<file path="src/rtl/adc_seq_pkg.sv">
package adc_seq_pkg;
  localparam int unsigned DEF_MAX_SLOTS = 8;
  localparam int unsigned DEF_ACQ_W     = 6;
  localparam int unsigned DEF_CONV_CYC  = 13;
  localparam int unsigned DEF_OVL_CYC   = 7;
  localparam int unsigned DEF_START_LAT = 2;
  localparam int unsigned DEF_RES_W     = 12;
  localparam int unsigned DEF_PH_BASE   = 12'h800;
endpackage

</file>
<file path="src/rtl/adc_seq_sampler.sv">
module adc_seq_sampler #(
  parameter int unsigned ACQ_W = 6
) (
  input  logic             clk_i,
  input  logic             rst_ni,
  input  logic             start_i,
  input  logic [ACQ_W-1:0] len_i,
  output logic             act_o,
  output logic             fin_o
);
  logic [ACQ_W-1:0] cnt_q;
  logic             act_q;

  // setting N -> N+1 clocks of sampling
  always_ff @(posedge clk_i or negedge rst_ni) begin
    if (!rst_ni) begin
      act_q <= 1'b0;
      cnt_q <= '0;
    end else if (start_i) begin
      act_q <= 1'b1;
      cnt_q <= len_i;
    end else if (act_q) begin
      if (cnt_q == '0) act_q <= 1'b0;
      else             cnt_q <= cnt_q - 1'b1;
    end
  end

  assign act_o = act_q;
  assign fin_o = act_q && (cnt_q == '0);
endmodule

</file>
<file path="src/rtl/adc_seq_conv.sv">
module adc_seq_conv #(
  parameter int unsigned CONV_CYC = 13,
  parameter int unsigned OVL_CYC  = 7
) (
  input  logic clk_i,
  input  logic rst_ni,
  input  logic start_i,
  output logic act_o,
  output logic last_o,
  output logic tap_o
);
  localparam int unsigned CW = $clog2(CONV_CYC);

  logic [CW-1:0] cnt_q;
  logic          act_q;

  always_ff @(posedge clk_i or negedge rst_ni) begin
    if (!rst_ni) begin
      act_q <= 1'b0;
      cnt_q <= '0;
    end else if (start_i) begin
      act_q <= 1'b1;
      cnt_q <= CW'(CONV_CYC - 1);
    end else if (act_q) begin
      if (cnt_q == '0) act_q <= 1'b0;
      else             cnt_q <= cnt_q - 1'b1;
    end
  end

  assign act_o  = act_q;
  assign last_o = act_q && (cnt_q == '0);
  // next sample opens the clock after this, OVL_CYC clocks before the end
  assign tap_o  = act_q && (cnt_q == CW'(OVL_CYC));
endmodule

</file>
<file path="src/rtl/adc_seq.sv">
module adc_seq
  import adc_seq_pkg::*;
#(
  parameter int unsigned MAX_SLOTS = DEF_MAX_SLOTS,
  parameter int unsigned ACQ_W     = DEF_ACQ_W,
  parameter int unsigned CONV_CYC  = DEF_CONV_CYC,
  parameter int unsigned OVL_CYC   = DEF_OVL_CYC,
  parameter int unsigned START_LAT = DEF_START_LAT,
  parameter int unsigned RES_W     = DEF_RES_W,
  parameter int unsigned PH_BASE   = DEF_PH_BASE,
  localparam int unsigned SLOT_W   = $clog2(MAX_SLOTS),
  localparam int unsigned CNT_W    = $clog2(MAX_SLOTS + 1),
  localparam int unsigned LAT_W    = $clog2(START_LAT + 1)
) (
  input  logic                       clk_i,
  input  logic                       rst_ni,
  input  logic                       trig_i,
  input  logic [CNT_W-1:0]           count_i,
  input  logic [MAX_SLOTS*ACQ_W-1:0] acq_i,
  output logic                       sample_o,
  output logic                       convert_o,
  output logic [SLOT_W-1:0]          slot_o,
  output logic                       eoc_o,
  output logic [SLOT_W-1:0]          eoc_slot_o,
  output logic [RES_W-1:0]           res_o,
  output logic                       latch_o,
  output logic                       done_o,
  output logic                       ovf_o
);
  logic                       busy_q, hold_q, ovf_q;
  logic [LAT_W-1:0]           lat_q;
  logic [CNT_W-1:0]           n_q;
  logic [MAX_SLOTS*ACQ_W-1:0] acq_q;
  logic [SLOT_W-1:0]          samp_slot_q, conv_slot_q, eoc_slot_q;
  logic [RES_W-1:0]           res_q;
  logic                       eoc_q, eoc_last_q, latch_q, done_q;

  logic accept, lat_fire, more, samp_start, conv_start;
  logic samp_act, samp_fin, conv_act, conv_last, conv_tap;
  logic [SLOT_W-1:0] nxt_slot;
  logic [CNT_W-1:0]  n_eff;

  always_comb begin
    if (count_i == '0)                        n_eff = CNT_W'(1);
    else if (count_i > CNT_W'(MAX_SLOTS))     n_eff = CNT_W'(MAX_SLOTS);
    else                                      n_eff = count_i;
  end

  assign accept     = trig_i && !busy_q;
  assign lat_fire   = busy_q && (lat_q == LAT_W'(1));
  assign more       = (CNT_W'(samp_slot_q) + CNT_W'(1)) < n_q;
  assign samp_start = lat_fire || (conv_tap && more);
  assign nxt_slot   = lat_fire ? '0 : samp_slot_q + 1'b1;
  assign conv_start = (samp_fin || hold_q) && (!conv_act || conv_last);

  adc_seq_sampler #(.ACQ_W(ACQ_W)) u_samp (
    .clk_i   (clk_i),
    .rst_ni  (rst_ni),
    .start_i (samp_start),
    .len_i   (acq_q[nxt_slot*ACQ_W +: ACQ_W]),
    .act_o   (samp_act),
    .fin_o   (samp_fin)
  );

  adc_seq_conv #(.CONV_CYC(CONV_CYC), .OVL_CYC(OVL_CYC)) u_conv (
    .clk_i   (clk_i),
    .rst_ni  (rst_ni),
    .start_i (conv_start),
    .act_o   (conv_act),
    .last_o  (conv_last),
    .tap_o   (conv_tap)
  );

  always_ff @(posedge clk_i or negedge rst_ni) begin
    if (!rst_ni) begin
      busy_q      <= 1'b0;
      ovf_q       <= 1'b0;
      lat_q       <= '0;
      n_q         <= '0;
      acq_q       <= '0;
      samp_slot_q <= '0;
      hold_q      <= 1'b0;
      conv_slot_q <= '0;
    end else begin
      if (accept) begin
        busy_q      <= 1'b1;
        ovf_q       <= 1'b0;
        lat_q       <= LAT_W'(START_LAT);
        n_q         <= n_eff;
        acq_q       <= acq_i;
        samp_slot_q <= '0;
      end else begin
        if (trig_i) ovf_q <= 1'b1;
        if (latch_q) busy_q <= 1'b0;
        if (lat_q != '0) lat_q <= lat_q - 1'b1;
        if (samp_start) samp_slot_q <= nxt_slot;
      end
      // finished window waits here until the converter frees up
      if (conv_start) begin
        hold_q      <= 1'b0;
        conv_slot_q <= samp_slot_q;
      end else if (samp_fin) begin
        hold_q      <= 1'b1;
      end
    end
  end

  always_ff @(posedge clk_i or negedge rst_ni) begin
    if (!rst_ni) begin
      eoc_q      <= 1'b0;
      eoc_last_q <= 1'b0;
      eoc_slot_q <= '0;
      res_q      <= '0;
      latch_q    <= 1'b0;
      done_q     <= 1'b0;
    end else begin
      eoc_q      <= conv_last;
      eoc_last_q <= conv_last && ((CNT_W'(conv_slot_q) + CNT_W'(1)) == n_q);
      if (conv_last) begin
        eoc_slot_q <= conv_slot_q;
        res_q      <= RES_W'(PH_BASE) + RES_W'(conv_slot_q);
      end
      latch_q    <= eoc_q && eoc_last_q;
      done_q     <= latch_q;
    end
  end

  assign sample_o   = samp_act;
  assign convert_o  = conv_act;
  assign slot_o     = samp_slot_q;
  assign eoc_o      = eoc_q;
  assign eoc_slot_o = eoc_slot_q;
  assign res_o      = res_q;
  assign latch_o    = latch_q;
  assign done_o     = done_q;
  assign ovf_o      = ovf_q;
endmodule

</file>
<file path="config.mk">
export PLATFORM = sky130hd
export DESIGN_NAME = adc_seq
export DESIGN_NICKNAME = d
export VERILOG_FILES = /design/src/rtl/adc_seq_pkg.sv /design/src/rtl/adc_seq_sampler.sv /design/src/rtl/adc_seq_conv.sv /design/src/rtl/adc_seq.sv
export SDC_FILE = /design/constraint.sdc
export NUM_CORES = 1
export LEC_CHECK = 0
export ABC_AREA = 1
export ABC_CLOCK_PERIOD_IN_PS = 1800
export BUFFER_PORTS_ARGS = -buffer_cell sky130_fd_sc_hd__clkbuf_2
export CORE_ASPECT_RATIO = 0.9
export CORE_MARGIN = 2
export CORE_UTILIZATION = 25
export CTS_BUF_LIST = sky130_fd_sc_hd__clkbuf_2
export DETAILED_ROUTE_END_ITERATION = 16
export GPL_ROUTABILITY_DRIVEN = 1
export PLACE_DENSITY = 0.56
export SYNTH_ARGS = -nofsm -noshare
export SYNTH_HDL_FRONTEND = slang
export SYNTH_SLANG_ARGS = --single-unit
</file>
<file path="constraint.sdc">
create_clock -name clk_i -period 1.8 [get_ports clk_i]
set_input_delay 0.09 -clock clk_i [delete_from_list [all_inputs] [get_ports clk_i]]
set_output_delay 0.09 -clock clk_i [all_outputs]
set_load 0.02 [all_outputs]
</file>
== After elaboration in Yosys (flattened, before gate mapping) ==
Cells that the tools add are included.
W data, S select, Z words.
Word-level totals
  word-level logic and storage cells: 86
  input port bits: 55
  register bits after elaboration: 94
Cells by class
  equality and inequality tests: 5
  muxes and demuxes: 25
  multipliers: 1
  $add $sub $neg: 7
  shift-type cells: 1
  order comparisons: 2
  reductions and logical operators: 27
Operators with widths (count)
  $shiftx A48 B7 Y6: 1
  $mux W4: 5
  $mux W6: 3
  $reduce_bool A2 Y1: 8
  $add A12 B3 Y12 const A: 1
  $mux W1: 12
  $logic_and A1 B1 Y1: 9
  $mux W3: 3
  $add A3 B1 Y4 const B: 2
  $logic_not A4 Y1: 2
  $logic_not A6 Y1: 1
  $sub A6 B1 Y6 const B: 1
  $mul A3 B2 Y5 const B: 1
  $eq A4 B3 Y1 const B: 1
  $eq A4 B4 Y1: 1
  $gt A4 B4 Y1 const B: 1
  $lt A4 B4 Y1: 1
  $mux W2: 2
  $ne A2 B2 Y1 const B: 2
  $reduce_and A2 Y1: 2
  $sub A4 B1 Y4 const B: 1
  $add A3 B1 Y3 const B: 1
  $logic_or A1 B1 Y1: 3
  $eq A2 B1 Y1 const B: 1
  other kinds (2): 3

== Logic depth before layout (Yosys ltp) ==
Gate-level depths: netlist of run 1.
  depth in word-level cells: 6
  mapped depth: 14
  mapped depth without buffers: 14

== Modules after synthesis ==
Synthesis of run 1 repeated with hierarchy kept, for this count alone.
Unflattened totals
  cell total of the unflattened synthesis: 558
  area, all modules: 4330.4 um2
By module, submodules not included
  adc_seq: cells an instance 450, instances 1, area an instance 3517.1 um2, sequential area each 1776.7 um2
  adc_seq_sampler: cells an instance 69, instances 1, area an instance 496.7 um2, sequential area each 175.2 um2
  adc_seq_conv: cells an instance 39, instances 1, area an instance 316.6 um2, sequential area each 125.1 um2

== Worst setup path before layout of run 1 ==
No wires, ideal clock.
  path type: register to register
  start point: register samp_slot_q[0], in the netlist slot_o[0]
  end point: register u_samp.cnt_q[2]
  path buffers: 1
  setup time: 117 ps
  cell stages (with the launch flop): 14
  required time: 1683 ps
  arrival: 1858 ps
  slack: -175 ps
  cell sequence: dfrtp_1 -> inv_1 -> clkbuf_1 -> nor3_1 -> ha_1 -> nand2_1 -> inv_1 -> nand2_1 -> nand3_1 -> nand2_1 -> nor2_2 -> inv_1 -> nand3_1 -> nand2_1
Between the ends
  cells in the longest elaborated chain, start to end: 6
  elaborated cells between the ends (all ways): 12
Ends and longest elaborated chain
  start: declaration: RTL line adc_seq.sv:34  | logic [SLOT_W-1:0] samp_slot_q, conv_slot_q, eoc_slot_q;
  start signal: assignment: RTL line adc_seq.sv:96  | if (samp_start) samp_slot_q <= nxt_slot;
  parallel branches: the longest is 6 deep, another holds $mul A3 B2 Y5
  end signal: assignment: RTL line adc_seq_sampler.sv:21  | cnt_q <= len_i;
  end signal: assignment: RTL line adc_seq_sampler.sv:24  | else cnt_q <= cnt_q - 1'b1;
  end: declaration: RTL line adc_seq_sampler.sv:11  | logic [ACQ_W-1:0] cnt_q;
Several ways; the timed one is not identified.
A chain may end at the register's enable or synchronous reset.

== Worst setup path in the final report of run 1 ==
  start point: register samp_slot_q[1], in the netlist slot_o[1]
  end point: register u_samp.cnt_q[5]
Same word-level chain as after synthesis.

==> results of run 1 <==
==> through the flow <==
step	setup TNS, ps	util [%]	power, mW	worst slack [ps]
final	-815.9	34.57	6.911	-144.8
after global routing	-2264	34.57	7.548	-290.4
after CTS	-563.1	34.41	6.929	-101.1
after detailed placement	-1054	29.94	5.599	-156.4
after global placement	-526.5	29.94	5.602	-99.63
after floorplan	-262.1	-	4.624	-56.76
==> per-layer routing <==
metal / global-route usage (%) / part of all wire (%) / wire, um
met2: 18.86 / 43 / 4439
met5: 0 / 0 / 0
met4: 2.733 / 0.97 / 101
met1: 17.55 / 52 / 5438
met3: 3.096 / 4.4 / 455
==> worst min-delay path, cell delays in order <==
cell and delay, ps:
dlygate4sd3_1 520, clkbuf_2 90, nand2_1 40, nand2_1 50
==> state kept, by name, summed over array words and instances (netlist names), 2 cells and up <==
name          count
acq_q            48
conv_slot_q       3
eoc_slot_o        2
lat_q             2
n_q               4
res_o             2
slot_o            3
u_conv.cnt_q      4
u_samp.cnt_q      6
==> power breakdown <==
group          switching [mW]  internal [mW]
Sequential              0.198           2.17
Clock                   0.771          0.365
Combinational            1.98           1.42
Total                    2.95           3.96
==> cell usage in the layout, fill, tap and decap left out, types with 4 or more instances in the layout <==
cell / instances
nand2_2: 4
o21ai_0: 41
ha_1: 10
xor2_1: 7
dlygate4sd3_1: 56
clkbuf_2: 78
inv_1: 64
o21ai_1: 4
conb_1: 8
dfrtp_1: 81
a21oi_1: 5
nor2_1: 17
buf_4: 26
nand2_1: 191
nand3_1: 27
o211ai_1: 8
==> kinds of logic after synthesis <==
kind of cell | share of synthesized area [%]
and+or+nand+nor | 25.25
xor gates and xnor gates | 2.104
buffers and inverters | 10.67
AOI/OAI and AO/OA | 8.687
adders and majority gates | 3.306
other | 0.09008
DFF | 49.89
==> area by class of cell <==
class | instances | area [um2]
clock buffer | 9 | 45.04
timing repair buffer | 155 | 1172
inverter | 66 | 247.7
tap | 207 | 259.0
clock inverter | 7 | 90.09
sequential | 83 | 2079
fill | 1725 | 10630
multi-input combinational | 351 | 1720
==> how the worst max path moves through the flow <==
stage	from	to	slack [ps]	cells after the start
finish	slot_o[1]	u_samp.cnt_q[5]	-140	14
global route	slot_o[1]	u_samp.cnt_q[3]	-290	14
CTS	slot_o[1]	u_samp.cnt_q[5]	-100	14
detailed placement	slot_o[1]	u_samp.cnt_q[3]	-160	13
global placement	slot_o[1]	u_samp.cnt_q[5]	-100	14
floorplan	slot_o[0]	u_samp.cnt_q[2]	-60	13
==> repair_timing <==
item | 4_1_cts | 5_1_grt
resized for setup | 5 | 6
buffers inserted | 1 | 1
pin swaps | 6 | 6
hold buffers | 56 | 0
endpoints found under the setup margin | 10 | 10
hold endpoints to repair | 136 | 0
==> impl_metrics.json, run 1 <==
{
  "status": "finished, violations left",
  "failed_checks": "design-rule violations, negative setup slack",
  "crit_family": "simple AND/OR/NAND/NOR gates",
  "hold_slack_ps": 204.0,
  "synthTopCellsByArea": "dfrtp_1, nand2_1, inv_1, o21ai_0, nand3_1",
  "cts_tree": "yes",
  "cp-start-kind": "register",
  "dpl.hpwl_um": 7080,
  "ys_ff_latch": 83,
  "finClkSkew_ps": 40.46,
  "dieArea_um2": 17700,
  "min_path_cells": 4,
  "nNetsFinal": 732,
  "period_needed_ps": 1945,
  "drc": 7,
  "io_buffers": 70,
  "ys_dominant_reg_cell": "dfrtp_1",
  "fmaxAchievable_mhz": 514.2,
  "grt_start_max_net_pins": 79,
  "yosysMostFrequentCell": "nand2_1",
  "cp_slowest_stage_delay_ps": 490,
  "first_pass_iters": 10,
  "area_delta_synth_final_pct": 34.87,
  "root_buffer": "clkbuf_2",
  "clock_latency_ps": 600,
  "synth_common_cells": "nand2_1, dfrtp_1, inv_1",
  "layoutNonFillerInstCount": 878,
  "htreeDepth": 3,
  "syn-cell-area_um2": 4163,
  "fin_crit_sh_pct": 108.0,
  "wl_um": 10430,
  "cts_buffers": 9,
  "drtIter0Drc": 187,
  "finalSetupViolCount": 9,
  "crit_buf_inv": 2,
  "rr_worst_depth": 14,
  "timing.rr.start": "slot_o[1]",
  "final_area_um2": 5614,
  "synth_cells": 523,
  "required_ps": 2360,
  "die_x_um": 140.0,
  "track_usage_pct": 12.29,
  "place_area_um2": 4862,
  "worstHoldStart": "acq_i[6]",
  "antenna_cells": 0,
  "dr_total_vias": 3660,
  "powerDensity_nw_per_um2": 1231,
  "grt_setup_unrepaired": "true",
  "place_inst": 804,
  "ir_worst_vdd_v": 0.0004821,
  "num_rows": 44,
  "clk_pin_slew_worst_paths_ps": 290,
  "coreArea_um2": 16240,
  "worstSetupPathType": "reg -> reg",
  "synth_top_area_share_pct": 49.89,
  "worst_hold_path_type": "in -> reg",
  "crit_top_cell": "nand2_1",
  "final_max_slew_viol_count": 0,
  "wl_per_cell_um": 11.88,
  "antenna_found_initial": 0,
  "drive_above_1_share_pct": 20.27,
  "viasPerCell": 4.169,
  "avgSynthCellArea_um2": 7.959,
  "crit_path_end_kind": "register",
  "yosysTopAreaCell": "dfrtp_1",
  "grt_pass1_vias": 3586,
  "hold_viol": 0,
  "reg2reg_slack_ps": -140,
  "postRouteAntennaNets": 0,
  "grt.overflow.total": 0,
  "yosysUniqueCellTypes": 29,
  "critPathSlowestCell": "dfrtp_2",
  "worst-path-max-fanout": 8,
  "grt_pass1_wl_um": 17420,
  "cp_data_arrival_time_ps": 2500,
  "yosysSeqAreaShare_pct": 49.89,
  "clk_path_buf_depth": 2,
  "start_util_pct": 25.63,
  "gp_congestion": 0.7886,
  "synth-async-reset-ratio_pct": 100.0,
  "path_cells": "ha_4 -> or2_0 -> nand2_1 -> ha_1 -> nand2_1 -> inv_1 -> nand2_2 -> nand3_2 -> nand2_4 -> buf_6 -> nor2_1 -> nor2_1 -> nand2_1 -> nand2_1",
  "clock_sink_count": 83,
  "synth_warnings": 0,
  "ioPinCount": 79,
  "hold_end": "acq_q[6]",
  "r2r-end": "u_samp.cnt_q[5]",
  "synth_edf_count": 0,
  "p_leak_nw": 2.930,
  "relSlewSlack_pct": 30.68,
  "fin_ws_ps": -144.8,
  "die_h_um": 126.4,
  "drv_cap": 0,
  "max_slew.worst_pin.slew_ps": 1036
}
Note: power is estimated with default switching activity, not from simulation.
==> inputs of run 2 (changes only) <==
Settings changed: CORE_MARGIN 2 to 10, PLACE_DENSITY 0.56 to 0.52.
==> run 2 against run 1 <==
  * The flow finishes with violations (negative setup slack)
  * Count of clock-buffer cells in the layout did not move
  * Design area rose by 0.25%
  * Wire length rose by 5.0%
  * Largest cell class unchanged
  * Global-route usage fell by 1.9 points
  * Via count rose by 0.71%
  * Non-clock buffer count rose by 2
  * First-iteration DRC count fell by 25%
==> impl_metrics.json, run 2 (same netlist as run 1, synthesis figures left out) <==
{
  "finalSetupViolCount": 9,
  "final_area_um2": 5628,
  "dpl.hpwl_um": 8004,
  "place_inst": 806,
  "fin_crit_sh_pct": 105.9,
  "final_common_cell": "nand2_1",
  "clk_pin_slew_worst_paths_ps": 250,
  "track_usage_pct": 10.39,
  "die_x_um": 156.0,
  "worst-path-max-fanout": 7,
  "htreeDepth": 3,
  "required_ps": 2340,
  "gp_congestion": 0.7581,
  "fin_ws_ps": -106.1,
  "hold_viol": 0,
  "multi_input_area_um2": 1720,
  "drc": 0,
  "worst_hold_path_type": "in -> reg",
  "fmaxAchievable_mhz": 524.6,
  "final_max_slew_viol_count": 0,
  "grt.overflow.total": 0,
  "area_delta_synth_final_pct": 35.20,
  "top_register": "acq_q",
  "cts_tree": "yes",
  "crit_path_end_kind": "register",
  "status": "finished, violations left",
  "cts_buffers": 9,
  "grt_pass1_wl_um": 18750,
  "io_buffers": 70,
  "wl_per_cell_um": 12.44,
  "fillers": 1664,
  "drive_above_1_share_pct": 20.65,
  "coreArea_um2": 16240,
  "postRouteAntennaNets": 0,
  "most-common-layout-cells": "nand2_1, dfrtp_1, clkbuf_2, inv_1, dlygate4sd3_1",
  "dr_total_vias": 3686,
  "grt_pass1_vias": 3850,
  "start_util_pct": 25.63,
  "powerDensity_nw_per_um2": 1209,
  "period_needed_ps": 1906,
  "clock_sink_count": 83,
  "dieArea_um2": 22220,
  "p_leak_nw": 2.932,
  "grt_start_max_net_pins": 84,
  "cp_data_arrival_time_ps": 2450,
  "num_rows": 44,
  "largest_reg_flops": 48,
  "viasPerCell": 4.184,
  "layoutNonFillerInstCount": 881,
  "regArea_um2": 2079,
  "antenna_found_initial": 1,
  "die_h_um": 142.4,
  "clock_latency_ps": 590,
  "drtIter0Drc": 140,
  "first_pass_iters": 5,
  "grt_setup_unrepaired": "true",
  "nNetsFinal": 734,
  "cp-start-kind": "register",
  "finClkSkew_ps": 27.58,
  "place_area_um2": 4890,
  "root_buffer": "clkbuf_2",
  "ir_worst_vdd_v": 0.0004783,
  "worstSetupPathType": "reg -> reg",
  "ioPinCount": 79,
  "reg_top3": "acq_q (48), u_samp.cnt_q (6)",
  "wl_um": 10960,
  "clk_path_buf_depth": 2,
  "failed_checks": "negative setup slack",
  "drv_cap": 0
}
-- run 2: timing repair --
action                                  in CTS  in global routing
buffers inserted                             2                  1
endpoints found under the hold margin      138                  0
endpoints found under the setup margin      10                 10
hold buffers                                55                  0
gates resized for setup                     11                  2
pin swaps                                    2                  1
-- run 2: critical path: stages, from the launching register on --
cell     delay [ps]
dfrtp_2         480
ha_4            170
or2_0           200
nand2_1          90
ha_1            230
nand2_1          70
inv_1            30
nand2_1          60
nand3_2          80
nand2_4         110
buf_6           130
nor2_1           40
nor2_1           90
nand2_1          60
nand2_1          50
-- run 2: layer usage --
layer | share of wire [%] | track usage (%) | vias to the layer above
met2 | 44 | 15.79 | 84
met1 | 50 | 13.91 | 1692
li1 | - | - | 1901
met3 | 5.2 | 3.264 | 9
met4 | 1.1 | 2.830 | 0
met5 | 0 | 0 | -
-- run 2: final cells by class --
type	instances	share of cell area [%]
sequential	83	36.95
multi-input combinational	351	30.57
timing repair buffer	157	21.28
tap	207	4.602
inverter	66	4.402
clock inverter	7	1.356
clock buffer	9	0.8004
antenna	1	0.04446
-- run 2: final timing paths --
| kind | slack [ps] | endpoint | startpoint | depth (start not counted) |
|---|---|---|---|---|
| max | -110 | u_samp.cnt_q[3] | slot_o[1] | 14 |
| min in group asynchronous | 620 | done_o | rst_ni | 4 |
| max reg2reg | -110 | u_samp.cnt_q[3] | slot_o[1] | 14 |
| min reg2reg | 460 | done_o | latch_o | 0 |
| min | 210 | acq_q[11] | acq_i[11] | 4 |
| max in group asynchronous | 790 | acq_q[28] | rst_ni | 4 |
-- run 2: through the flow --
step | total power [mW] | TNS (ps) | hold WS, ps | setup WS [ps] | util [%]
floorplan | 4.624 | -262.1 | -205.6 | -56.76 | -
global placement | 5.513 | -594.7 | 154.0 | -114.9 | 30.11
global route | 7.422 | -1831 | 153.5 | -242.0 | 34.65
finish | 6.803 | -635.6 | 211.2 | -106.1 | 34.65
CTS | 6.851 | -567.3 | 148.6 | -98.56 | 34.53
detailed placement | 5.576 | -1339 | 161.0 | -208.7 | 30.11
-- run 2: power breakdown --
part	switching, mW	internal, mW
logic	1.99	1.41
clock network	0.703	0.329
registers	0.202	2.17
==> inputs of run 3 (changes only) <==
Settings changed: GPL_TIMING_DRIVEN set to 0.
==> run 3 against run 2 <==
  * The flow still finishes with violations (negative setup slack)
  * Flip-flop and latch count unchanged
  * Via count increased by 0.49%
  * Sequential share of layout area down 0.13 points
  * Critical endpoint is now u_samp.cnt_q[2]
==> impl_metrics.json, run 3 (same netlist as run 1, synthesis figures left out) <==
{
  "worstSetupPathType": "reg -> reg",
  "wl_um": 11600,
  "fin_ws_ps": -133.9,
  "final_max_slew_viol_count": 0,
  "ioPinCount": 79,
  "clock_sink_count": 83,
  "final_util_pct": 34.78,
  "first_pass_iters": 4,
  "finClkSkew_ps": 43.28,
  "ir_worst_vdd_v": 0.0004152,
  "p_leak_nw": 2.946,
  "grt_start_max_net_pins": 59,
  "root_buffer": "clkbuf_2",
  "min_path_cells": 4,
  "area_delta_synth_final_pct": 35.68,
  "reg2reg_slack_ps": -130,
  "r2r-end": "u_samp.cnt_q[2]",
  "clock_latency_ps": 570,
  "hold_end": "acq_q[23]",
  "dpl.hpwl_um": 8406,
  "max_slew.worst_pin.slew_ps": 559.9,
  "cts_tree": "yes",
  "layoutNonFillerInstCount": 891,
  "required_ps": 2270,
  "antenna_found_initial": 1,
  "finalSetupViolCount": 8,
  "gp_congestion": 0.7831,
  "crit_path_end_kind": "register",
  "drv_cap": 0,
  "drtIter0Drc": 132,
  "reg_top3": "acq_q (48), u_samp.cnt_q (6)",
  "viasPerCell": 4.157,
  "powerDensity_nw_per_um2": 1190,
  "grt_pass1_wl_um": 19550,
  "timing.rr.start": "slot_o[0]",
  "relSlewSlack_pct": 62.67,
  "largest_reg_flops": 48,
  "drive_above_1_share_pct": 20.64,
  "worst_hold_path_type": "in -> reg",
  "status": "finished, violations left",
  "worst-path-max-fanout": 5,
  "most-common-layout-cells": "nand2_1, dfrtp_1, clkbuf_2, inv_1, dlygate4sd3_1",
  "coreArea_um2": 16240,
  "postRouteAntennaNets": 0,
  "final_area_um2": 5648,
  "failed_checks": "negative setup slack",
  "nNetsFinal": 744,
  "dieArea_um2": 22220,
  "clk_pin_slew_worst_paths_ps": 260,
  "place_inst": 808,
  "cp-start-kind": "register",
  "num_rows": 44,
  "dr_total_vias": 3704,
  "track_usage_pct": 10.92,
  "place_area_um2": 4846,
  "fmaxAchievable_mhz": 517.1,
  "period_needed_ps": 1934,
  "drc": 0,
  "die_h_um": 142.4,
  "multi_input_area_um2": 1722,
  "worstHoldStart": "acq_i[23]",
  "cp_data_arrival_time_ps": 2410,
  "wl_per_cell_um": 13.02,
  "cts_buffers": 9,
  "top_register": "acq_q",
  "grt_pass1_vias": 3839,
  "clk_path_buf_depth": 2,
  "fin_crit_sh_pct": 107.4,
  "die_x_um": 156.0,
  "start_util_pct": 25.63,
  "htreeDepth": 3,
  "grt.overflow.total": 0,
  "hold_viol": 0,
  "rr_worst_depth": 13,
  "fillers": 1709,
  "io_buffers": 70,
  "grt_setup_unrepaired": "true",
  "regArea_um2": 2079,
  "final_common_cell": "nand2_1",
  "hold_slack_ps": 229.3,
  "finalPower_mw": 6.724
}
[run 3: worst max path at each step]
| stage | from | end | slack [ps] |
|---|---|---|---|
| final | slot_o[0] | u_samp.cnt_q[2] | -130 |
| after global routing | slot_o[0] | u_samp.cnt_q[3] | -280 |
| after CTS | slot_o[0] | u_samp.cnt_q[2] | -110 |
| after detailed placement | slot_o[0] | u_samp.cnt_q[2] | -310 |
| after global placement | rst_ni | slot_o[1] | -540 |
| after floorplan | slot_o[0] | u_samp.cnt_q[2] | -60 |
[run 3: per-layer routing]
metal / routed length, um / track usage [%] / vias to the layer above / part of all wire, %
li1: - / - / 1924 / -
met1: 5890 / 15.22 / 1699 / 51
met2: 5037 / 16.24 / 76 / 43
met3: 605 / 3.506 / 5 / 5.2
met4: 64 / 2.036 / 0 / 0.55
met5: 0 / 0 / - / 0
[run 3: timing repair]
action	4_1_cts	5_1_grt
buffers inserted	6	3
cloned	1	0
gates resized for setup	11	6
setup endpoints to repair	10	50
pin swaps	4	1
endpoints found under the hold margin	137	0
hold buffers	56	0
[run 3: area by class of cell]
class	instances	area share, %
multi-input combinational	351	30.48
inverter	66	4.386
tap	207	4.586
clock inverter	7	0.9083
sequential	83	36.82
clock buffer	9	0.7975
buffer	30	3.810
timing repair buffer	137	18.17
antenna	1	0.04431
[run 3: power by group]
group / internal [mW] / total [mW] / switching [mW] / leakage, nW
combinational: 1.43 / 3.44 / 2.01 / 1.89
sequential: 2.17 / 2.38 / 0.206 / 0.993
clock: 0.188 / 0.900 / 0.712 / 0.0587
[run 3: critical path: stages (launching register included)]
cell	delay, ps
dfrtp_2	480
ha_4	160
or2_0	190
nand2_1	90
ha_1	230
nand2_1	60
inv_1	30
nand2_1	70
nand3_2	90
nand2_4	120
buf_6	130
nand3_2	80
nand3_2	70
nand2_1	50
[run 3: metrics by stage]
| stage | setup WS [ps] | setup TNS (ps) |
|---|---|---|
| CTS | -108.1 | -722.9 |
| detailed placement | -311.1 | -1982 |
| global route | -278.7 | -2291 |
| finish | -133.9 | -852.5 |
| global placement | -543.1 | -32320 |
| floorplan | -56.76 | -262.1 |
